$ cat src/rtl/beep_pkg.sv
package beep_pkg;
  localparam int unsigned DEF_CNT_W     = 18;
  localparam int unsigned DEF_GATE_BITS = 6;
endpackage

$ cat src/rtl/beep_counter.sv
module beep_counter #(
  parameter int unsigned CNT_W = beep_pkg::DEF_CNT_W
) (
  input  logic             clk_i,
  input  logic             rst_ni,
  output logic [CNT_W-1:0] cnt_o,
  output logic             tone_o
);
  logic [CNT_W-1:0] cnt_q;

  always_ff @(posedge clk_i or negedge rst_ni) begin
    if (!rst_ni) cnt_q <= '0;
    else         cnt_q <= cnt_q + 1'b1;
  end

  assign cnt_o  = cnt_q;
  assign tone_o = cnt_q[CNT_W-1];

  // wrap from all ones back to zero
  p_wrap_r2: assert property (@(posedge clk_i) disable iff (!rst_ni)
    (cnt_q == {CNT_W{1'b1}}) |=> (cnt_q == '0));

  // the tone rises only when the rest of the counter is clear
  p_tone_rise_r8: assert property (@(posedge clk_i) disable iff (!rst_ni)
    $rose(tone_o) |-> (cnt_q[CNT_W-2:0] == '0));
endmodule

$ cat src/rtl/beep_gate.sv
module beep_gate #(
  parameter int unsigned CNT_W     = beep_pkg::DEF_CNT_W,
  parameter int unsigned GATE_BITS = beep_pkg::DEF_GATE_BITS
) (
  input  logic             clk_i,
  input  logic             rst_ni,
  input  logic [CNT_W-1:0] cnt_i,
  input  logic             tone_i,
  input  logic             full_vol_i,
  output logic             spk_o
);
  logic qual;

  generate
    if (GATE_BITS == 0) begin : g_no_gate
      assign qual = 1'b1;
    end else begin : g_gate
      assign qual = (cnt_i[GATE_BITS-1:0] == '0);
    end
  endgenerate

  assign spk_o = full_vol_i ? tone_i : (tone_i & qual);

  // no drive while the tone is low
  p_quiet_low_r3: assert property (@(posedge clk_i) disable iff (!rst_ni)
    !tone_i |-> !spk_o);

  // full volume passes the tone
  p_full_r4: assert property (@(posedge clk_i) disable iff (!rst_ni)
    full_vol_i |-> (spk_o == tone_i));

  // attenuated pulses last one cycle
  if (GATE_BITS > 0) begin : g_width_chk
    p_pulse_width_r7: assert property (@(posedge clk_i) disable iff (!rst_ni)
      (spk_o && !full_vol_i) |=> (!spk_o || full_vol_i));
  end
endmodule

$ cat src/rtl/beep_gen.sv
module beep_gen #(
  parameter int unsigned CNT_W     = beep_pkg::DEF_CNT_W,
  parameter int unsigned GATE_BITS = beep_pkg::DEF_GATE_BITS
) (
  input  logic clk_i,
  input  logic rst_ni,
  input  logic amp_en_i,
  input  logic full_vol_i,
  output logic spk_o,
  output logic amp_en_o,
  output logic tone_dbg_o,
  output logic spk_dbg_o,
  output logic en_dbg_o
);
  logic [CNT_W-1:0] cnt;
  logic             tone;
  logic             spk;

  beep_counter #(.CNT_W(CNT_W)) u_cnt (
    .clk_i  (clk_i),
    .rst_ni (rst_ni),
    .cnt_o  (cnt),
    .tone_o (tone)
  );

  beep_gate #(.CNT_W(CNT_W), .GATE_BITS(GATE_BITS)) u_gate (
    .clk_i      (clk_i),
    .rst_ni     (rst_ni),
    .cnt_i      (cnt),
    .tone_i     (tone),
    .full_vol_i (full_vol_i),
    .spk_o      (spk)
  );

  assign spk_o      = spk;
  assign amp_en_o   = amp_en_i;
  assign tone_dbg_o = tone;
  assign spk_dbg_o  = spk;
  assign en_dbg_o   = amp_en_i;

  // debug copy of speaker drive agrees with the pin
  p_dbg_spk_r6: assert property (@(posedge clk_i) disable iff (!rst_ni)
    spk_dbg_o == spk_o);
endmodule

$ cat config.mk
export PLATFORM = sky130hd
export DESIGN_NAME = beep_gen
export DESIGN_NICKNAME = d
export VERILOG_FILES = /design/src/rtl/beep_pkg.sv /design/src/rtl/beep_counter.sv /design/src/rtl/beep_gate.sv /design/src/rtl/beep_gen.sv
export SDC_FILE = /design/constraint.sdc
export NUM_CORES = 1
export LEC_CHECK = 0
export BUFFER_PORTS_ARGS = -buffer_cell sky130_fd_sc_hd__buf_2
export CAP_MARGIN = 20
export CELL_PAD_IN_SITES_DETAIL_PLACEMENT = 2
export CELL_PAD_IN_SITES_GLOBAL_PLACEMENT = 2
export CORE_ASPECT_RATIO = 0.9
export CORE_UTILIZATION = 33
export CTS_CLUSTER_SIZE = 30
export DETAILED_ROUTE_END_ITERATION = 16
export PLACE_DENSITY_LB_ADDON = 0.2
export SLEW_MARGIN = 20
export SYNTH_ARGS = -nofsm -noshare
export SYNTH_HDL_FRONTEND = slang
export SYNTH_SLANG_ARGS = --single-unit
$ cat constraint.sdc
create_clock -name clk_i -period 1.4 [get_ports clk_i]
set_clock_uncertainty 0.15 [all_clocks]
set_input_delay 0.07 -clock clk_i [delete_from_list [all_inputs] [get_ports clk_i]]
set_output_delay 0.07 -clock clk_i [all_outputs]
set_load 0.02 [all_outputs]
==> run_results.csv <==
group,metric,value,unit
timing,fin_ws,-0.321,ns
layout,utilization,58.1,%
synth,yosys.area.top_type,"dfrtp_1",
synth,netlist_area,807,um2
run,cap_violations,0,
grt,grt_pass1_vias,767,
synth,synth_top_family_by_area,"simple AND/OR/NAND/NOR gates",
power_and_ir_drop,leakagePower,0.626,nW
timing,tightest_slew,0.425,ns
critical_path,slowest_delay,0.43,ns
detailed_routing,dr.pass1.iters,1,
power_and_ir_drop,ir_drop,0.000543,V
synth,synthAdderAreaFrac,3.10,%
die,fp.coreArea,2240,um2
synth,syn_nets,75,
clocking,clkSlewWorstSetupHoldPaths,0.11,ns
critical_path,criticalPathCategory,"register to primary output",
synth,post_synth_mux_area_share,0,%
detailed_routing,viasPerCell,4.95,
timing,fmax,581,MHz
power_and_ir_drop,power,0.892,mW
clocking,insertion_delay,0.32,ns
status,status,"finished, violations left",
grt,grt_start_max_net_pins,19,
clocking,clock_tree.root_cell,"clkbuf_4",
synth,synth_xor_area_share,17.4,%
synth,synthSimpleGateAreaFrac,18.3,%
critical_path,cp_slowest_cell,"dfrtp_1",
synth,avgSynthCellArea,11.7,um2
synth,syn_inst,69,
synth,synth.distinct_cells,19,
clocking,cts_sinks,18,
layout,syn_to_final_growth,61.4,%
timing,fin_crit,1.72,ns
synth,async_flop_share,100,%
timing,setup_tns,-2.75,ns
layout,final_cells,132,
timing,finalSetupViolCount,15,
timing,final_max_slew_viol_count,0,
placement,dpl.hpwl,1280,um
critical_path,critPathMostFrequentCell,"buf_6",
power_and_ir_drop,power.density,684,nW/um2
detailed_routing,wl_per_cell,21.2,um
detailed_routing,drtIter0Drc,0,
die,fp.dieArea,2650,um2
synth,yosysSeqAreaShare,55.8,%
power_and_ir_drop,p_seq_share,58.3,%
detailed_routing,vias,653,
power_and_ir_drop,pwr-share-clk,38.9,%
timing,slew_headroom,71.7,%
clocking,cts_tree,"yes",
timing,hold_viol,0,
grt,grt_pass1_wl,4030,um
placement,gp_congestion,0.694,
critical_path,crit_chain,"buf_6, buf_6, inv_4, ha_4, a21oi_4, nor2b_4, buf_6",
synth,synthTopCellsByCount,"dfrtp_1, xnor2_1, nand3_1, nand4_1, xor2_1",
clocking,htreeDepth,1,
clocking,cts_inserted_buffers,3,
critical_path,setup.worst_path.end_class,"primary output",
placement,place_ws,-0.105,ns
status,violations,"setup timing",
synth,synth-compound-area-share,0.620,%
critical_path,crit_fanout,2,
power_and_ir_drop,power.switching,0.205,mW
layout,design_area,1300,um2
timing,rsz0062_at_grt,"true",
layout,drive_gt1_share,59.0,%
synth,ys_ff_latch,18,
detailed_routing,drc,0,
grt,grt_usage,22.3,%
synth,ys_top_cells_by_area,"dfrtp_1, xnor2_1, xor2_1",
synth,yosys.area.top_type_share,55.8,%
power_and_ir_drop,internal_power,0.686,mW
timing,min_period_over_period,123,%
critical_path,arrival,1.50,ns
detailed_routing,drt_wl_total,2800,um
placement,dpl-instance-area,982,um2
power_and_ir_drop,swShare,23.0,%
power_and_ir_drop,combinationalPowerShare,2.9,%
placement,place_inst,113,
layout,largest_reg_flops,18,
layout,n_antenna_cell,0,
die,die_w,54.1,um
worst_hold_path,hp-class,"primary input to asynchronous set/reset pin",
synth,synth_top_flop_cell,"dfrtp_1",
synth,synth_edf_count,0,
timing,whs,0.0522,ns
critical_path,cp.required,1.18,ns
die,start_util,36.0,%
clocking,clk_path_buf_depth,2,
die,num_io_pins,9,
grt,overflow,0,
placement,io_buffers,5,
detailed_routing,ant_nets,0,
die,num_rows,16,
grt,antenna_found_initial,0,
die,die_y,48.9,um
critical_path,critPathLaunchType,"register",
synth,yosys_warnings,0,
layout,nets,112,
synth,yosysMostFrequentCell,"dfrtp_1",
layer usage:
layer / global-route usage (%) / part of all wire (%) / vias up
met4: 6.41 / 1.6 / 0
met3: 7.17 / 3.7 / 5
met2: 36.4 / 51 / 15
met5: 0 / 0 / -
li1: - / - / 304
met1: 27.4 / 44 / 329
repair_timing:
action                                 CTS  global route
endpoints found under the hold margin   20             0
setup endpoints to repair               11            16
hold buffers                             2             0
buffers inserted                        11             5
gates cloned                             0             0
pin swaps                               16            14
gates resized for setup                 29            13
power groups by stage:
| stage | Combinational, mW | Sequential (mW) | Clock [mW] |
|---|---|---|---|
| 2_1_floorplan | 0.00927 | 0.530 | 0 |
| 3_3_place_gp | 0.0143 | 0.530 | 0 |
| 3_5_place_dp | 0.0146 | 0.530 | 0 |
| 4_1_cts | 0.0241 | 0.520 | 0.357 |
| 5_1_grt | 0.0290 | 0.520 | 0.378 |
| 6_report | 0.0255 | 0.520 | 0.347 |
worst max-delay path: cells and delay by family, from the launching register on:
family | cells | cell delay [ns]
simple gates | 1 | 0.15
fa+ha+maj | 1 | 0.13
buf+inv | 4 | 0.43
flops | 1 | 0.43
compound gates | 1 | 0.06
path summary, 6_finish.rpt:
kind                                 start              end  slack (ns)  cells after the start
max in group asynchronous           rst_ni   u_cnt.cnt_o[3]        0.72                      2
hold / removal                      rst_ni  u_cnt.cnt_o[11]        0.05                      2
hold reg to reg            u_cnt.cnt_o[14]  u_cnt.cnt_o[14]        0.36                      1
min in group clk_i         u_cnt.cnt_o[14]  u_cnt.cnt_o[14]        0.36                      1
setup / recovery            u_cnt.cnt_o[1]        spk_dbg_o       -0.32                      7
setup reg to reg            u_cnt.cnt_o[1]  u_cnt.cnt_o[17]       -0.28                      6
cells by family after synthesis:
family	count (synthesis)
adder cells (fa/ha/maj)	2
buffers and inverters	7
AO/OA/AOI/OAI	1
flip-flops	18
AND/OR/NAND/NOR	25
XOR/XNOR	16
cell type report:
cell class / count / area (um2)
Sequential cell: 18 / 455
Inverter: 3 / 13.8
Timing Repair Buffer: 36 / 302
Fill cell: 200 / 940
Clock buffer: 4 / 36.3
Tap cell: 27 / 33.8
Multi-Input combinational cell: 44 / 462
cell usage in the layout (no fill, tap or decap), types with 2 or more instances in the layout:
cell type / count
buf_6: 9
nand2_1: 3
nor3_4: 3
xnor2_2: 2
dlygate4sd3_1: 2
xnor2_1: 9
buf_4: 22
buf_2: 3
inv_1: 2
clkbuf_4: 3
xor2_1: 5
nand4_1: 5
nand3_2: 3
dfrtp_2: 4
dfrtp_1: 14
Note: power is estimated with default switching activity, not from simulation.
